[src/rtl/ocmp_pkg.sv]
package ocmp_pkg;

    localparam int unsigned BUS_W  = 8;
    localparam int unsigned ADDR_W = 8;
    localparam int unsigned CMP_W  = 2 * BUS_W;

    localparam logic [ADDR_W-1:0] A_CTL = 8'h12;
    localparam logic [ADDR_W-1:0] A_STS = 8'h13;
    localparam logic [ADDR_W-1:0] A_HI  = 8'h16;
    localparam logic [ADDR_W-1:0] A_LO  = 8'h17;

    typedef struct packed {
        logic dir;   // bit 2: pin drive direction
        logic ien;   // bit 1: interrupt enable
        logic lvl;   // bit 0: level copied on match
    } ctl_t;

    localparam int unsigned CTL_W = $bits(ctl_t);

    typedef struct packed {
        logic hit_flag;
        logic level;
        logic seen;
    } cmp_state_t;

    function automatic logic addr_is(input logic [ADDR_W-1:0] a,
                                     input logic [ADDR_W-1:0] b);
        return a == b;
    endfunction

endpackage

[src/rtl/ocmp_regfile.sv]
module ocmp_regfile
    import ocmp_pkg::*;
(
    input  logic              clk,
    input  logic              rst,
    input  logic [ADDR_W-1:0] addr,
    input  logic [BUS_W-1:0]  wdata,
    input  logic              we,
    input  logic              re,
    output ctl_t              ctl_o,
    output logic [CMP_W-1:0]  cmp_o,
    output logic              inhibit_o,
    output logic              lo_wr_o,
    output logic              sts_rd_o
);
    logic [BUS_W-1:0] hi_q, lo_q;
    ctl_t             ctl_q;
    logic             inh_q;
    logic             hi_wr, ctl_wr;

    assign hi_wr    = we && addr_is(addr, A_HI);
    assign lo_wr_o  = we && addr_is(addr, A_LO);
    assign ctl_wr   = we && addr_is(addr, A_CTL);
    assign sts_rd_o = re && addr_is(addr, A_STS);

    // compare bytes carry no reset: only bus writes alter them
    always_ff @(posedge clk) begin
        if (hi_wr)   hi_q <= wdata;
        if (lo_wr_o) lo_q <= wdata;
    end

    always_ff @(posedge clk) begin
        if (rst) begin
            ctl_q <= '0;
            inh_q <= 1'b0;
        end else begin
            if (ctl_wr) ctl_q <= ctl_t'(wdata[CTL_W-1:0]);
            if (hi_wr)        inh_q <= 1'b1;
            else if (lo_wr_o) inh_q <= 1'b0;
        end
    end

    assign ctl_o     = ctl_q;
    assign cmp_o     = {hi_q, lo_q};
    assign inhibit_o = inh_q;


    hi_inhibit_chk: assert property (@(posedge clk) disable iff (rst)
        hi_wr && !lo_wr_o |=> inh_q);

endmodule

[src/rtl/ocmp_match.sv]
module ocmp_match
    import ocmp_pkg::*;
(
    input  logic             clk,
    input  logic             rst,
    input  logic [CMP_W-1:0] cnt_value,
    input  logic             cnt_tick,
    input  logic [CMP_W-1:0] cmp,
    input  logic             inhibit,
    input  logic             lvl,
    input  logic             lo_wr,
    input  logic             sts_rd,
    output cmp_state_t       st_o
);
    cmp_state_t st_q;
    logic       arm_q;
    logic       hit;
    logic       clr;

    assign hit = cnt_tick && !inhibit && (cnt_value == cmp);
    assign clr = lo_wr && arm_q;

    always_ff @(posedge clk) begin
        if (rst) begin
            st_q  <= '0;
            arm_q <= 1'b0;
        end else begin
            if (hit) begin
                st_q.hit_flag <= 1'b1;
                st_q.level    <= lvl;
                st_q.seen     <= 1'b1;
            end else if (clr) begin
                st_q.hit_flag <= 1'b0;
            end
            if (lo_wr)                        arm_q <= 1'b0;
            else if (sts_rd && st_q.hit_flag) arm_q <= 1'b1;
        end
    end

    assign st_o = st_q;


    flag_rise_chk: assert property (@(posedge clk) disable iff (rst)
        $rose(st_q.hit_flag) |-> $past(cnt_tick) && ($past(cnt_value) == $past(cmp)));


    inhibit_chk: assert property (@(posedge clk) disable iff (rst)
        inhibit |=> !$rose(st_q.hit_flag));


    flag_fall_chk: assert property (@(posedge clk) disable iff (rst)
        $fell(st_q.hit_flag) |-> $past(lo_wr) && $past(arm_q));


    level_move_chk: assert property (@(posedge clk) disable iff (rst)
        !$stable(st_q.level) |-> $past(cnt_tick));

endmodule

[src/rtl/ocmp_unit.sv]
module ocmp_unit
    import ocmp_pkg::*;
(
    input  logic              clk,
    input  logic              rst,
    input  logic [ADDR_W-1:0] bus_addr,
    input  logic [BUS_W-1:0]  bus_wdata,
    input  logic              bus_we,
    input  logic              bus_re,
    output logic [BUS_W-1:0]  bus_rdata,
    input  logic [CMP_W-1:0]  cnt_value,
    input  logic              cnt_tick,
    output logic              irq,
    output logic              pin_val,
    output logic              pin_oe
);
    ctl_t             ctl;
    logic [CMP_W-1:0] cmp;
    logic             inhibit, lo_wr, sts_rd;
    cmp_state_t       st;

    ocmp_regfile u_regs (
        .clk      (clk),
        .rst      (rst),
        .addr     (bus_addr),
        .wdata    (bus_wdata),
        .we       (bus_we),
        .re       (bus_re),
        .ctl_o    (ctl),
        .cmp_o    (cmp),
        .inhibit_o(inhibit),
        .lo_wr_o  (lo_wr),
        .sts_rd_o (sts_rd)
    );

    ocmp_match u_match (
        .clk      (clk),
        .rst      (rst),
        .cnt_value(cnt_value),
        .cnt_tick (cnt_tick),
        .cmp      (cmp),
        .inhibit  (inhibit),
        .lvl      (ctl.lvl),
        .lo_wr    (lo_wr),
        .sts_rd   (sts_rd),
        .st_o     (st)
    );

    always_comb begin
        bus_rdata = '0;
        if (addr_is(bus_addr, A_CTL))      bus_rdata = {{(BUS_W-CTL_W){1'b0}}, ctl};
        else if (addr_is(bus_addr, A_STS)) bus_rdata = {{(BUS_W-1){1'b0}}, st.hit_flag};
        else if (addr_is(bus_addr, A_HI))  bus_rdata = cmp[CMP_W-1:BUS_W];
        else if (addr_is(bus_addr, A_LO))  bus_rdata = cmp[BUS_W-1:0];
    end

    assign irq     = st.hit_flag && ctl.ien;
    assign pin_val = st.level;
    assign pin_oe  = st.seen && ctl.dir;


    oe_gate_chk: assert property (@(posedge clk) disable iff (rst)
        pin_oe |-> st.seen);


    irq_src_chk: assert property (@(posedge clk) disable iff (rst)
        irq |-> st.hit_flag);

endmodule

[config.mk]
export PLATFORM = sky130hd
export DESIGN_NAME = ocmp_unit
export DESIGN_NICKNAME = d
export VERILOG_FILES = /design/src/rtl/ocmp_pkg.sv /design/src/rtl/ocmp_regfile.sv /design/src/rtl/ocmp_match.sv /design/src/rtl/ocmp_unit.sv
export SDC_FILE = /design/constraint.sdc
export NUM_CORES = 1
export LEC_CHECK = 0
export BUFFER_PORTS_ARGS = -buffer_cell sky130_fd_sc_hd__buf_2
export CAP_MARGIN = 20
export CELL_PAD_IN_SITES_DETAIL_PLACEMENT = 1
export CELL_PAD_IN_SITES_GLOBAL_PLACEMENT = 2
export CORE_ASPECT_RATIO = 0.7
export CORE_UTILIZATION = 29
export DETAILED_ROUTE_END_ITERATION = 8
export HOLD_SLACK_MARGIN = 0.03
export PLACE_DENSITY = 0.83
export SETUP_SLACK_MARGIN = 0.15
export SYNTH_ARGS = -nofsm -noshare
export SYNTH_HDL_FRONTEND = slang
export SYNTH_HIERARCHICAL = 1
export SYNTH_SLANG_ARGS = --single-unit
[constraint.sdc]
create_clock -name clk -period 2.86 [get_ports clk]
set_input_delay 0.572 -clock clk [delete_from_list [all_inputs] [get_ports clk]]
set_output_delay 0.572 -clock clk [all_outputs]
set_load 0.01 [all_outputs]
---- Word level (Yosys, flattened, before mapping) ----
Index checks and enable logic that the tools add are counted.
word-level totals
  bits in latches ......................... 0
  output and inout port bits .............. 11
  memories ................................ 0
  flip-flop bits (word level) ............. 24
  bits in writable memories ............... 0
  memory bits (read-only) ................. 0
cells by class
  div/mod/pow operators ................... 0
  magnitude comparators ................... 0
  add/sub/neg operators ................... 0
  bitwise operators ....................... 0
  multiplexer cells ....................... 8
  reduce and logical (&&, ||, !) cells .... 14
  shifts and indexed selects .............. 0
  eq/ne operators ......................... 5
  $mul .................................... 0
operator list
  operator                                       number
  == test 8 x 5 -> 1 bit, second input constant  4
  2-to-1 mux 8 bit                               4
  == test 16 bit                                 1
  logical AND 1 bit                              10
  2-to-1 mux 1 bit                               4
  nonzero test 2 bit                             2
  OR reduction 2 bit                             1
  zero test 1 bit                                1

---- Depth between registers and ports, before layout ----
Gate-level depths: netlist of the first run.
  depth in word-level cells ............... 5
  depth in mapped cells ................... 5
  mapped depth without buffers ............ 5

---- Modules after synthesis ----
Netlist of the first run, hierarchy kept.
modules (own cells, without submodules)
  module        instances  cells each  area an instance (µm²)
  ocmp_regfile  1          42          719.4
  ocmp_match    1          39          345.3
  ocmp_unit     1          26          195.2

---- Worst setup path after synthesis of the first run ----
No wires, ideal clock.
  path kind ............................... input to register
  start ................................... in bus_addr[5]
  end ..................................... reg u_regs.lo_q[0] (enable)
  arrival ................................. 1957 ps
  data required time ...................... 2470 ps
  path buffers ............................ 0
  stages on the path ...................... 2
  setup time .............................. 390 ps
  setup slack ............................. 512 ps
  cells stage by stage .................... or4b_4 nor3_1
on the way
  longest elaborated chain between the ends .. 2
ends and longest elaborated chain
  what                    RTL line            text
  from (decl)             ocmp_unit.sv:6      input logic [ADDR_W-1:0] bus_addr,
  == test 8 x 5 -> 1 bit  ocmp_pkg.sv:28      return a == b;
  logical AND 1 bit       ocmp_regfile.sv:22  assign lo_wr_o = we && addr_is(addr, A_LO);
  via lo_wr               ocmp_unit.sv:19     logic inhibit, lo_wr, sts_rd;
  to (signal assigned)    ocmp_regfile.sv:29  if (lo_wr_o) lo_q <= wdata;
  to (decl)               ocmp_regfile.sv:16  logic [BUS_W-1:0] hi_q, lo_q;
The timed path passes the listed nets, and every way through them passes these cells.
A chain may end at the register's enable or synchronous reset.

---- Worst setup path in the final report of the first run ----
  start ................................... in bus_addr[0]
  end ..................................... out bus_rdata[0]
on the way
  longest elaborated chain between the ends .. 5
  elaborated cells between the ends (all ways) .. 8
ends and longest elaborated chain
  what                    RTL line         text
  == test 8 x 5 -> 1 bit  ocmp_pkg.sv:28
  2-to-1 mux 8 bit        ocmp_unit.sv:54  else if (addr_is(bus_addr, A_LO)) bus_rdata = cmp[BUS_W-1:0];
  2-to-1 mux 8 bit        ocmp_unit.sv:53  else if (addr_is(bus_addr, A_HI)) bus_rdata = cmp[CMP_W-1:BUS_W];
  2-to-1 mux 8 bit        ocmp_unit.sv:52  else if (addr_is(bus_addr, A_STS)) bus_rdata = {{(BUS_W-1){1'b0}}, st.hit_flag};
  2-to-1 mux 8 bit (*)    ocmp_unit.sv:51  if (addr_is(bus_addr, A_CTL)) bus_rdata = {{(BUS_W-CTL_W){1'b0}}, ctl};
  to (decl)               ocmp_unit.sv:10  output logic [BUS_W-1:0] bus_rdata,
Every way passes the cells marked *; elsewhere a longest branch is shown, timed or not.

==> flow_metrics.tcl, run 1 <==
set metrics [dict create \
    cpMostUsedCell "buf_2" \
    synth-seq-area-share_pct 50.8 \
    clk_pin_slew_ns 0.08 \
    critical_path_depth 4 \
    io_buffers 47 \
    syn_area_mm2 0.00126 \
    rsz0062_at_grt "false" \
    n_fill_cell 485 \
    vias 990 \
    yosysUniqueCellTypes 28 \
    fin_skew_ns 0.00129 \
    overflow 0 \
    dr.pass1.iters 4 \
    vias_per_cell 4.69 \
    cts_buffers 3 \
    htree_levels 1 \
    path_cells "buf_2, mux4_2, and3_1, buf_2" \
    slowest_stage "mux4_2" \
    grt_max_degree 14 \
    cp-end-kind "primary output" \
    cpLargestDelayFamily "multiplexers" \
    grt.total_usage_pct 14.9 \
    fp.dieH_um 57.1 \
    antenna_cells 0 \
    path_buf_inv 2 \
    fp.dieArea_mm2 0.00462 \
    worst_r2r_endpoint "u_match/st_o[1]$_SDFFE_PP0P_" \
    ant_nets 0 \
    status "finished, final reports clean" \
    synth_top_cell_by_area "edfxtp_1" \
    routed_wl_um 3090 \
    syn_inst 107 \
    wl_per_cell_um 14.6 \
    crit_required_ns 2.29 \
    leakagePower_nw 0.641 \
    synth_fp_nets 144 \
    drive_gt1_share_pct 38.4 \
    maxCapViolCount 0 \
    hold_buffers 0 \
    p_per_area_mw_per_mm2 398 \
    synth_flop_cell "edfxtp_1" \
    critPathArrivalTime_ns 1.75 \
    grt_pass1_vias 1052 \
    endpoint "bus_rdata[0]" \
    slowest_delay_ns 0.55 \
    synth.yosys.warnings 6 \
    drt_iter0_markers 27 \
    cts_resized 0 \
    hp-class "reg2reg" \
    drcViolationCount 0 \
    synthMostInstantiatedCell "edfxtp_1" \
    timing.rr.start "u_regs/hi_q[2]$_DFFE_PP_" \
    finalSetupTns_ns 0 \
    initial_core_util_pct 31.2 \
    die_x_um 80.8 \
    power_mw 0.641 \
    dpl-instance-area_mm2 0.00156 \
    timing.final.hold_violations 0 \
    hpwl_um 2570 \
    worst-setup-path-type "in2out" \
    rows 19 \
    postSynthRegisterBits 24 \
    setup_viol 0 \
    async_flop_share_pct 0 \
    fin_crit_ns 2.32 \
    clock-sinks 24 \
    worst_setup_path_start_kind "primary input" \
    post_cts_buffers 0 \
    synth.avg_cell_area_um2 11.8 \
    final_area_mm2 0.00161 \
    coreArea_mm2 0.00404 \
    fin_cells 211 \
    max_freq_mhz 431 \
    numPlacedInstances 207 \
    antenna_found_initial 0 \
    grt_pass1_wl_um 5080 \
    yosysTopAreaCellShare_pct 38.1 \
    num-nets-final 197 \
    cts_root_buffer "clkbuf_8" \
    slew_headroom_pct 74.0 \
    period_share_pct 81.1 \
    r2r_cells 5 \
    synth_edf_count 16 \
    boundaryPins 48 \
    tightest_slew_ns 0.389 \
    peakVddDrop_v 0.000189 \
    cts_max_path_buffers 2 \
    cts_tree "built" \
    r2r_setup_slack_ns 1.23 \
    path_max_fanout 12 \
    finalWeightedCongestion 0.735 \
    timing.hold.ws_ns 0.469 \
    ys_top_cells_by_count "edfxtp_1 (16), xnor2_1 (15), nand2_1 (13)" \
    syn_to_final_growth_pct 27.7 \
    synth_area_leaders "edfxtp_1 (38%), dfxtp_1 (13%), xnor2_1 (10%)" \
    critPathLaunch "bus_addr[0]" \
    clk-insertion-delay-late_ns 0.26 \
    slew_viol_final 0 \
]
worst min-delay path, delay by kind of cell (launching register included):
family	cells	cell delay, ns
flip-flops	1	0.33
AND/OR/NAND/NOR	1	0.07
AO/OA/AOI/OAI	1	0.04
sequential cells by signal (all words and copies together), names as in the netlist:
register / flops
u_match/arm_q: 1
u_match/st_o: 3
u_regs/ctl_o: 3
u_regs/hi_q: 8
u_regs/inhibit_o: 1
u_regs/lo_q: 8
kinds of logic after synthesis:
group           synth area share, %
simple gates                   22.1
compound gates                 4.47
buf+inv                        1.49
flops                          50.8
mux                            9.93
xor+xnor                       11.1
worst min path at each step:
stage                                              end                         start  depth (start not counted)
final                     u_match/st_o[0]$_SDFFE_PP0P_  u_match/st_o[0]$_SDFFE_PP0P_                          2
after global routing          u_regs/hi_q[6]$_DFFE_PP_                  bus_wdata[6]                          1
after CTS                 u_match/st_o[0]$_SDFFE_PP0P_  u_match/st_o[0]$_SDFFE_PP0P_                          2
after detailed placement  u_match/st_o[0]$_SDFFE_PP0P_  u_match/st_o[0]$_SDFFE_PP0P_                          2
after global placement    u_match/st_o[0]$_SDFFE_PP0P_  u_match/st_o[0]$_SDFFE_PP0P_                          2
after floorplan           u_match/st_o[0]$_SDFFE_PP0P_  u_match/st_o[0]$_SDFFE_PP0P_                          2
routing by layer:
metal,GRT usage [%],share of wire [%]
met5,0,0
met4,3.06,1.2
met3,4.16,4.2
met2,25.1,50
met1,19.3,45
layout by cell type (no fill, tap or decap), types with 2 or more instances in the layout:
cell type,instances
xnor2_1,15
nor4b_4,2
edfxtp_1,16
buf_4,2
mux2i_1,8
nand3_1,2
a21oi_1,3
nand2_1,13
dfxtp_1,8
a22oi_1,2
clkbuf_8,3
buf_2,47
and2_1,2
nor3_1,4
mux2_2,2
nor2_1,12
inv_1,2
nand4_1,3
cell type report:
class	instances	area, um2	share of cell area (%)
inverters	2	7.51	0.467
multi-input cells	80	601	37.3
well taps	52	65.1	4.04
flip-flops and latches	24	641	39.8
clock buffers	3	41.3	2.57
clock inverters	1	3.75	0.233
repair buffers	49	250	15.6
report_power, final:
group,switching (mW),leakage (nW),internal (mW)
combinational,0.0330,0.410,0.0361
clock,0.106,0.0231,0.0961
sequential,0.000420,0.208,0.369
per-stage QoR:
| step | util [%] | setup slack [ns] |
|---|---|---|
| after detailed placement | 38.7 | 0.537 |
| after floorplan | - | 0.512 |
| final | 39.8 | 0.541 |
| after global placement | 38.7 | 0.548 |
| after CTS | 39.8 | 0.523 |
| after global routing | 39.8 | 0.472 |
No activity file was read; power rests on OpenSTA's default activity.
==> run 2, diff against run 1 <==
--- a/config.mk
+++ b/config.mk
@@ -5,15 +5,16 @@
 export SDC_FILE = /design/constraint.sdc
 export NUM_CORES = 1
 export LEC_CHECK = 0
+export ABC_AREA = 1
 export BUFFER_PORTS_ARGS = -buffer_cell sky130_fd_sc_hd__buf_2
 export CAP_MARGIN = 20
 export CELL_PAD_IN_SITES_DETAIL_PLACEMENT = 1
 export CELL_PAD_IN_SITES_GLOBAL_PLACEMENT = 2
 export CORE_ASPECT_RATIO = 0.7
-export CORE_UTILIZATION = 29
+export CORE_UTILIZATION = 24
 export DETAILED_ROUTE_END_ITERATION = 8
 export HOLD_SLACK_MARGIN = 0.03
-export PLACE_DENSITY = 0.83
+export PLACE_DENSITY = 0.8
 export SETUP_SLACK_MARGIN = 0.15
 export SYNTH_ARGS = -nofsm -noshare
 export SYNTH_HDL_FRONTEND = slang
==> constraint.sdc (replaced) <==
create_clock -name clk -period 2.05 [get_ports clk]
set_input_delay 0.41 -clock clk [delete_from_list [all_inputs] [get_ports clk]]
set_output_delay 0.41 -clock clk [all_outputs]
set_load 0.01 [all_outputs]
==> run 2 against run 1 <==
  * Clock power grew 100%
  * Critical path depth rose by 4
  * Die area is 39% higher
  * Clock skew increased by 0.00051 ns
  * Sequential power increased by 39%
  * Register-to-register slack worse by 0.47 ns
  * Combinational power is 56% higher
  * Synthesized cell count grew 88%
  * Area after synthesis up 16%
  * Cell count grew 55%
  * Critical path type unchanged
==> flow_metrics.tcl, run 2 <==
set metrics [dict create \
    status "finished, final reports clean" \
    setup_viol 0 \
    fp.dieArea_mm2 0.00640 \
    reg.largest.list "u_regs/hi_q: 8 flops, u_regs/lo_q: 8 flops" \
    antenna_cells 0 \
    vias_per_cell 4.06 \
    drive_gt1_share_pct 29.8 \
    crit_required_ns 1.64 \
    drcViolationCount 0 \
    overflow 0 \
    vias 1329 \
    synth-seq-area-share_pct 43.9 \
    synth_top_cell_by_area "edfxtp_1" \
    hpwl_um 3160 \
    p_per_area_mw_per_mm2 557 \
    critPathArrivalTime_ns 1.33 \
    async_flop_share_pct 0 \
    hold_depth 1 \
    cts_tree "built" \
    io_buffers 47 \
    path_max_fanout 20 \
    grt_pass1_vias 1410 \
    fin_skew_ns 0.00180 \
    max_freq_mhz 575 \
    use_met2_pct 20.8 \
    ys_top_cells_by_count "nand2_1 (52), inv_1 (39), nand3_1 (27)" \
    worst_setup_path_start_kind "primary input" \
    cts_max_path_buffers 2 \
    n_fill_cell 736 \
    initial_core_util_pct 25.2 \
    wl_per_cell_um 11.6 \
    antenna_found_initial 0 \
    synth.yosys.warnings 6 \
    cts_buffers 3 \
    timing.hold.ws_ns 0.334 \
    pre_cts_slack_ns 0.316 \
    maxCapViolCount 0 \
    layout_commonest_cell "nand2_1" \
    worst-setup-path-type "in2out" \
    grt.total_usage_pct 13.2 \
    timing.final.hold_violations 0 \
    synthMostInstantiatedCell "nand2_1" \
    yosysTopAreaCellShare_pct 32.9 \
    hp-class "in2reg" \
    synth_edf_count 16 \
    finalWeightedCongestion 0.737 \
    cts_resized 0 \
    coreArea_mm2 0.00578 \
    r2r_cells 9 \
    fin_cells 327 \
    syn_to_final_growth_pct 27.4 \
    cts_root_buffer "clkbuf_8" \
    r2r_setup_slack_ns 0.76 \
    ant_nets 0 \
    slew_viol_final 0 \
    slew_headroom_pct 76.5 \
    finalSetupTns_ns 0 \
    clk-insertion-delay-late_ns 0.26 \
    cp-end-kind "primary output" \
    fp.dieH_um 67.3 \
    tightest_slew_ns 0.352 \
    clock-sinks 24 \
    post_cts_buffers 0 \
    synth_area_leaders "edfxtp_1 (33%), nand2_1 (13%), dfxtp_1 (11%)" \
    dr.pass1.iters 4 \
    yosysUniqueCellTypes 22 \
    num-nets-final 290 \
    rsz0062_at_grt "false" \
    htree_levels 1 \
    grt_pass1_wl_um 6420 \
    hold_buffers 0 \
    syn_area_mm2 0.00146 \
    drt_iter0_markers 46 \
    syn_inst 201 \
    final_area_mm2 0.00186 \
    period_share_pct 84.8 \
    postSynthRegisterBits 24 \
    numPlacedInstances 323 \
    fin_crit_ns 1.74 \
    setup_ws_ns 0.312 \
    use_met3_pct 2.93 \
    grt_busiest_layer "met2" \
    dpl-instance-area_mm2 0.00179 \
    clk_pin_slew_ns 0.08 \
    synth_fp_nets 238 \
    grtUsageMet1_pct 18.6 \
    synth.avg_cell_area_um2 7.26 \
    rows 23 \
    leakagePower_nw 0.965 \
    die_x_um 95.2 \
    synth_flop_cell "edfxtp_1" \
    boundaryPins 48 \
    peakVddDrop_v 0.000424 \
    grt_max_degree 21 \
    routed_wl_um 3800 \
    layout_common_cells "nand2_1 (52), buf_2 (47), inv_1 (39), nand3_1 (27), nor2_1 (20)" \
]
run 2: cell types whose count changed in the layout (fill, tap and decap cells not counted), moves of 3 or more:
cell / change
nand2_2: +3
inv_1: +37
nor3_1: -4
nor2_4: +3
nand3_1: +25
nand2_1: +39
xnor2_1: -10
mux2i_1: -8
inv_2: +6
nor2_1: +8
nor2_2: +5
run 2: routing by layer:
layer / up-vias / wire [um]
met1: 579 / 2020
met2: 29 / 1560
li1: 717 / -
met3: 4 / 169
met4: 0 / 43
met5: - / 0
run 2: path summary, 6_finish.rpt:
check | from | end
setup / recovery | bus_addr[5] | bus_rdata[0]
hold / removal | bus_wdata[3] | u_regs/lo_q[3]$_DFFE_PP_
setup reg to reg | u_regs/lo_q[6]$_DFFE_PP_ | u_match/st_o[1]$_SDFFE_PP0P_
hold reg to reg | u_match/st_o[0]$_SDFFE_PP0P_ | u_match/st_o[0]$_SDFFE_PP0P_
run 2: cell families (layout without fill, tap and decap cells):
| logic type | after synthesis | in the layout | share of synthesized area [%] |
|---|---|---|---|
| buffers and inverters | 48 | 99 | 12.9 |
| AO/OA/AOI/OAI | 6 | 6 | 2.06 |
| flip-flops | 24 | 24 | 43.9 |
| XOR/XNOR | 5 | 5 | 3.00 |
| AND/OR/NAND/NOR | 118 | 118 | 38.2 |
run 2: worst max-delay path, stage by stage:
cell and delay (ns):
buf_2 0.10, inv_1 0.04, nand2_1 0.05, nor2_2 0.09
buf_4 0.23, nand3_1 0.11, nand4_1 0.13, buf_2 0.15
run 2: through the flow:
stage                     power (mW)  utilization (%)
after floorplan                0.580                -
after global placement         0.635             30.9
after detailed placement       0.637             30.9
after CTS                       1.05             32.2
after global routing            1.09             32.2
final                           1.04             32.2
run 2: final cells by class:
type	instances	area, um2	area share [%]
inverters	46	173	9.28
multi-input cells	129	632	34.0
repair buffers	49	250	13.4
clock buffers	3	41.3	2.22
flip-flops and latches	24	641	34.4
well taps	75	93.8	5.04
clock inverters	1	30.0	1.61
run 2: power by group:
part	switching [mW]	total (mW)	internal [mW]	leakage [nW]
Clock	0.152	0.413	0.261	0.0357
Combinational	0.0614	0.108	0.0465	0.722
Sequential	0.000636	0.516	0.515	0.208
Total	0.214	1.04	0.823	0.965
